File: config.mk
export PLATFORM = sky130hd
export DESIGN_NAME = otp_word_mem
export DESIGN_NICKNAME = d
export VERILOG_FILES = /design/src/rtl/otp_word_pkg.sv /design/src/rtl/otp_ctrl.sv /design/src/rtl/otp_datapath.sv /design/src/rtl/otp_word_mem.sv
export SDC_FILE = /design/constraint.sdc
export NUM_CORES = 2
export LEC_CHECK = 0
export CORE_MARGIN = 2
export CORE_UTILIZATION = 35
export CTS_BUF_LIST = sky130_fd_sc_hd__clkbuf_4 sky130_fd_sc_hd__clkbuf_8 sky130_fd_sc_hd__clkbuf_16
export CTS_CLUSTER_DIAMETER = 150
export DETAILED_ROUTE_END_ITERATION = 10
export PLACE_DENSITY_LB_ADDON = 0.08
export SYNTH_ARGS = -nofsm -noshare
export SYNTH_HDL_FRONTEND = slang
export SYNTH_SLANG_ARGS = --single-unit
File: constraint.sdc
create_clock -name clk -period 4.4 [get_ports clk]
set_input_delay 0.44 -clock clk [delete_from_list [all_inputs] [get_ports clk]]
set_output_delay 0.44 -clock clk [all_outputs]
set_load 0.01 [all_outputs]
File: src/rtl/otp_word_pkg.sv
package otp_word_pkg;

  typedef enum logic [2:0] {
    MODE_STANDBY,
    MODE_INHIBIT,
    MODE_DISABLE,
    MODE_PROGRAM,
    MODE_READ,
    MODE_VERIFY,
    MODE_IDENT
  } otp_mode_e;

  // strobes from control to datapath, valid for the coming edge
  typedef struct packed {
    logic wrEn;
    logic drive;
    logic selId;
  } otp_strobe_t;

  localparam logic [15:0] ID_MAKER = 16'h001E;
  localparam logic [15:0] ID_PART  = 16'h00F7;

endpackage

File: src/rtl/otp_ctrl.sv
module otp_ctrl
  import otp_word_pkg::*;
#(
  parameter int ADDR_W   = 17,
  parameter int ADDR_LAT = 3,
  parameter int OE_LAT   = 1
) (
  input  logic              clk,
  input  logic              rst_n,
  input  logic [ADDR_W-1:0] addrIn,
  input  logic              ceN,
  input  logic              oeN,
  input  logic              pgmN,
  input  logic              vppOn,
  input  logic              hvA9,
  output otp_strobe_t       strb,
  output logic              dataOutEn,
  output logic              dataValid
);

  localparam int ACW = $clog2(ADDR_LAT + 1) + 1;
  localparam int OCW = $clog2(OE_LAT + 1) + 1;
  localparam logic [ACW-1:0] A_LIM = ACW'(ADDR_LAT);
  localparam logic [OCW-1:0] O_LIM = OCW'(OE_LAT);
  // identification ignores bit 0 (code select) and bit 9 (high-voltage pin)
  localparam logic [ADDR_W-1:0] ID_CARE = ~(ADDR_W'(1) | (ADDR_W'(1) << 9));

  otp_mode_e mode;
  logic idSel;

  logic [ADDR_W-1:0] addrHeld;
  logic ceHeld, oeHeld, hvHeld;
  logic [ACW-1:0] addrAge;
  logic [OCW-1:0] oeAge;
  logic addrRestart, oeRestart;

  always_comb begin
    idSel = hvA9 && ((addrIn & ID_CARE) == '0);
    if (ceN)
      mode = vppOn ? MODE_INHIBIT : MODE_STANDBY;
    else if (oeN)
      mode = (vppOn && !pgmN) ? MODE_PROGRAM : MODE_DISABLE;
    else if (idSel)
      mode = MODE_IDENT;
    else if (vppOn && pgmN)
      mode = MODE_VERIFY;
    else
      mode = MODE_READ;
  end

  always_comb begin
    strb.wrEn  = (mode == MODE_PROGRAM);
    strb.drive = (mode == MODE_READ) || (mode == MODE_VERIFY) || (mode == MODE_IDENT);
    strb.selId = (mode == MODE_IDENT);
  end

  assign addrRestart = ceN || ceHeld || (addrIn != addrHeld) || (hvA9 != hvHeld);
  assign oeRestart   = oeN || oeHeld;

  always_ff @(posedge clk or negedge rst_n) begin
    if (!rst_n) begin
      addrHeld  <= '0;
      ceHeld    <= 1'b1;
      oeHeld    <= 1'b1;
      hvHeld    <= 1'b0;
      addrAge   <= '0;
      oeAge     <= '0;
      dataOutEn <= 1'b0;
    end else begin
      addrHeld  <= addrIn;
      ceHeld    <= ceN;
      oeHeld    <= oeN;
      hvHeld    <= hvA9;
      dataOutEn <= strb.drive;
      if (addrRestart)
        addrAge <= '0;
      else if (addrAge < A_LIM)
        addrAge <= addrAge + ACW'(1);
      if (oeRestart)
        oeAge <= '0;
      else if (oeAge < O_LIM)
        oeAge <= oeAge + OCW'(1);
    end
  end

  assign dataValid = dataOutEn && (addrAge >= A_LIM) && (oeAge >= O_LIM);

endmodule

File: src/rtl/otp_datapath.sv
module otp_datapath
  import otp_word_pkg::*;
#(
  parameter int DATA_W   = 16,
  parameter int STORE_AW = 6
) (
  input  logic                clk,
  input  logic                rst_n,
  input  logic [STORE_AW-1:0] wordIdx,
  input  logic [DATA_W-1:0]   dataIn,
  input  otp_strobe_t         strb,
  output logic [DATA_W-1:0]   dataOut
);

  localparam int DEPTH = 1 << STORE_AW;

  logic [DATA_W-1:0] cells [DEPTH];
  logic [DATA_W-1:0] idWord;

  assign idWord = wordIdx[0] ? DATA_W'(ID_PART) : DATA_W'(ID_MAKER);

  // cells only move from 1 to 0: a write ANDs the new pattern in
  always_ff @(posedge clk or negedge rst_n) begin
    if (!rst_n) begin
      for (int i = 0; i < DEPTH; i++) cells[i] <= '1;
    end else if (strb.wrEn) begin
      cells[wordIdx] <= cells[wordIdx] & dataIn;
    end
  end

  always_ff @(posedge clk or negedge rst_n) begin
    if (!rst_n)
      dataOut <= '0;
    else if (strb.drive)
      dataOut <= strb.selId ? idWord : cells[wordIdx];
    else
      dataOut <= '0;
  end

endmodule

File: src/rtl/otp_word_mem.sv
module otp_word_mem
  import otp_word_pkg::*;
#(
  parameter int ADDR_W   = 17,
  parameter int DATA_W   = 16,
  parameter int STORE_AW = 6,
  parameter int ADDR_LAT = 3,
  parameter int OE_LAT   = 1
) (
  input  logic              clk,
  input  logic              rst_n,
  input  logic [ADDR_W-1:0] addrIn,
  input  logic              ceN,
  input  logic              oeN,
  input  logic              pgmN,
  input  logic              vppOn,
  input  logic              hvA9,
  input  logic [DATA_W-1:0] dataIn,
  output logic [DATA_W-1:0] dataOut,
  output logic              dataOutEn,
  output logic              dataValid
);

  otp_strobe_t strb;

  otp_ctrl #(
    .ADDR_W  (ADDR_W),
    .ADDR_LAT(ADDR_LAT),
    .OE_LAT  (OE_LAT)
  ) ctrl_i (
    .clk      (clk),
    .rst_n    (rst_n),
    .addrIn   (addrIn),
    .ceN      (ceN),
    .oeN      (oeN),
    .pgmN     (pgmN),
    .vppOn    (vppOn),
    .hvA9     (hvA9),
    .strb     (strb),
    .dataOutEn(dataOutEn),
    .dataValid(dataValid)
  );

  otp_datapath #(
    .DATA_W  (DATA_W),
    .STORE_AW(STORE_AW)
  ) dp_i (
    .clk    (clk),
    .rst_n  (rst_n),
    .wordIdx(addrIn[STORE_AW-1:0]),
    .dataIn (dataIn),
    .strb   (strb),
    .dataOut(dataOut)
  );

endmodule

==> summary.md <==
The floorplan has 137 rows. The detailed router finished its first iteration with 1970 violations. Pin slew with the least headroom to its limit: 1.08 ns. Using the TritonRoute via totals, the vias-per-cell ratio works out to 5.34. The tools report the final worst slack as 0.712 ns.

Leaving out filler cells and counting taps, the final layout contains 6227. The floorplan step defined a die boundary enclosing 144000 µm². The ratio of cells with drive above 1 in the final layout was 0.481. The number of storage elements in the synthesis netlist came out at 1066. In this run the cell area measured after placement is 53100 µm². The minimum period implied by the final worst setup slack came out at 3.69 ns. The logs give 0.194 ns for the worst hold slack and 49300 µm² for the area of the mapped netlist.

The worst setup path is of the in -> reg kind. The depth of the worst register-to-register path works out to 6. Setup violations remaining at the end of the flow were counted as 0. The number of pins with negative max-slew slack in the final report was 0. The tools report the cell count after synthesis as 4202. After synthesis, the largest family of logic cells by area is multiplexers. STA classifies the critical path endpoint as a flip-flop. The synthesis-to-finish area growth is 16.3%, and the wire length of the first global-routing pass is 238000 µm.

Static timing analysis puts the maximum clock frequency at 271 MHz. The tools report the post-synthesis sequential area ratio as 0.567. The sink of the worst hold path was ctrl_i.ceHeld$_DFF_PN1_. The mux share of post-synthesis cell area is 0.178. Entering global routing, the biggest net connects 127 pins.

Dividing the synthesized area by the synthesized cell count gives 11.7 µm². For this run, the detailed router's first-pass iteration total came to 8. The flow ran to the end, and the final reports show no timing, DRC or antenna violations.

The signal arrival time at the worst endpoint is 4.32 ns. Setup repair after global routing left no endpoint under its margin. The run gives 4287 as the number of nets in the finished design.

The count of nets left with antenna violations once routing finished came out at 0. The run gives 1.47 ns as the slack of the worst reg-to-reg path. Along the worst path, the maximum fanout reaches 43.

For the total vias in the final route, the log shows 33.2k. For the post-placement worst setup slack, the log shows 0.433 ns. Across the VDD grid, the largest voltage drop is 0.000318 V. The source-to-sink clock delay at the later pin of the worst-skew pair is 0.75 ns, and the total of warnings raised by yosys is 0. For the final database, setup skew stands at 0.0431 ns. Buffers placed on the I/O ports in this run total 57. For this design the top-level I/O count stands at 58. The path class of the tightest hold or removal check is in -> reg. In this run the deepest clock path goes through 3 buffers.

The clock-pin slew of the registers on the worst-case setup and hold paths was 0.06 ns; the maximum level of the CTS H-tree was 3. Total leakage power: 22.2 nW. The tools report the number of global-route vias before repair as 33.9k. Measured along the x axis, the die boundary spans 379 µm. The number of cells in the design after placement came out at 5995. The tools report the cell area after layout as 57300 µm². Measured along the y axis, the die boundary spans 379 µm. The average detailed-routed wire length per instance was 25.7 µm; the remaining global-route overflow was 0. The hold violation total from the final report came out at 0. The cell sitting at the root of the clock tree is a clkbuf_16. STA puts the critical path data required time at 5.03 ns. The startpoint of the lowest-slack register-to-register path is dp_i.cells[757]$_DFFE_PN1P_. TritonCTS built the clock tree. Max-cap violations in this run came to 0. Adder-cell share of the synthesized area: 0.00102. After floorplanning, the core was sized to cover 140000 µm². In this run the most critical hold path is launched from ceN. Endpoint of the worst-slack reg-to-reg timing path: dp_i.dataOut[5]$_DFF_PN0_. The instance count along the most critical hold path was 1; the total length of routed wires was 160000 µm.

The congestion estimate from routability-driven global placement came to 0.798. The total power per unit cell area works out to 386 nW/µm². In this run, distinct cell masters in the synthesized netlist total 66. The fraction of the mapped netlist area in compound gates was 0.145. The half-perimeter wire length of the detailed placement result came out at 104000 µm. The effective utilization at floorplan is 0.353. Counting the buffers created by CTS gives 120. Worst-case headroom to the max-slew limit: 0.275. The initial antenna violation count is 6, and the overall power consumption is 22.1 mW. The run gives 4246 as the synthesized netlist net count. The worst setup path is launched from a primary input. The synthesized design contains 0 enable-type register cells. The total number of clock tree sinks is 1066, and the share of async-settable or async-resettable flops after synthesis is 1.00. The share of the clock period used by the worst path is 0.838. Adding up every negative setup slack in the final design gives 0 ns.

The end-of-flow core utilization is 0.410, and the overall track demand over capacity in global routing is 0.224. Most instantiated flip-flop cell in the synthesis netlist: dfstp_2. The simple-gate portion of the synthesized area is 0.0643, and the remaining design rule violation count is 0.

The xor/xnor share of the synthesized area came out at 0.00338.
-- metal layers --
metal,track usage,wire [µm]
met1,0.319,77000
met4,0.0592,3450
met3,0.0341,6420
met5,0,35
met2,0.353,73000
-- worst max-delay path, cell delays in order --
cell	delay (ns)
dlygate4sd3_1	0.56
buf_6	0.22
and2_4	0.44
buf_4	0.32
a221o_1	0.36
a21oi_1	0.58
o22ai_1	0.34
o41ai_4	0.58
buf_12	0.26
o21ai_0	0.12
-- cell type report --
type	instances	area [µm²]
clock buffers	183	3730
inverters	84	317
flip-flops and latches	1066	28000
multi-input cells	2660	19400
repair buffers	311	3060
diodes	3	7.51
clock inverters	44	500
well taps	1876	2350
fillers	13292	82400
-- flip-flops by register name, indices dropped and copies added (netlist names) --
signal and cells:
ctrl_i.oeAge 2, ctrl_i.oeHeld 1, dp_i.dataOut 16, ctrl_i.ceHeld 1, ctrl_i.dataOutEn 1, ctrl_i.addrHeld 17, dp_i.cells 1024, ctrl_i.hvHeld 1
ctrl_i.addrAge 3
-- Yosys cell counts (16+ instances only) --
cell type	instances	share of area
o22a_1	39	0.0069
nor4_1	16	0.0020
mux2_2	539	0.12
a221oi_1	92	0.016
o22ai_1	145	0.018
clkbuf_2	34	0.0035
nand2_1	630	0.048
clkbuf_1	200	0.015
buf_1	53	0.0040
buf_2	87	0.0088
o21a_1	46	0.0070
inv_1	83	0.0063
o32ai_1	72	0.013
dfrtp_1	40	0.020
o21ai_1	30	0.0030
a221o_1	55	0.011
a21oi_1	37	0.0038
dfstp_2	1026	0.55
nor2_1	65	0.0050
o21ai_0	420	0.043
a31oi_1	23	0.0029
o31ai_1	48	0.0073
mux2i_1	251	0.051
-- cells in the final DEF (no fill, tap or decap), types with 8 or more instances in the layout --
cell             count
o21ai_0            420
o2111ai_1           12
dfrtp_1             40
o31ai_1             48
clkbuf_16          122
clkbuf_8            35
buf_12              46
clkbuf_4            26
mux2_2             539
o22a_1              39
o32ai_1             72
clkdlybuf4s50_1     53
inv_1               83
o21a_1              46
bufinv_16           10
dfstp_2           1026
nor2_1              61
o21ai_1             29
mux2i_1            251
a31oi_1             23
buf_4              206
a21oi_1             37
nor4_1              15
o41a_2               8
clkinv_2            28
a22o_1               9
xnor2_1             14
a221oi_1            92
mux4_2               9
a221o_1             55
o22ai_1            145
nand2_1            629
-- where the power goes --
group	leakage, nW	internal (mW)	total (mW)	switching, mW
clock	2.14	6.40	10.7	4.26
combinational	8.91	0.430	1.43	0.996
sequential	11.1	10.0	10.1	0.0446
-- how the worst max path moves through the flow --
stage / start / to / slack (ns) / depth (start not counted)
2_1_floorplan: addrIn[2] / dp_i.cells[112]$_DFFE_PN1P_ / 1.51 / 12
3_3_place_gp: addrIn[1] / dp_i.dataOut[5]$_DFF_PN0_ / 0.45 / 10
3_5_place_dp: addrIn[1] / dp_i.dataOut[5]$_DFF_PN0_ / 0.43 / 10
4_1_cts: addrIn[0] / dp_i.dataOut[5]$_DFF_PN0_ / 0.83 / 10
5_1_grt: addrIn[0] / dp_i.dataOut[5]$_DFF_PN0_ / 0.60 / 10
6_report: addrIn[0] / dp_i.cells[449]$_DFFE_PN1P_ / 0.71 / 10
-- timing repair --
item	4_1_cts	5_1_grt
hold buffers	2	0
endpoints found under the hold margin	2	0
buffers inserted	0	0
resized for setup	0	0
-- cells by family after synthesis --
kind of cell    Yosys count
mux                     799
simple gates            777
fa+ha+maj                 4
xor+xnor                 19
compound gates         1061
flops                  1066
buf+inv                 476
No activity file was read; power rests on OpenSTA's default activity.
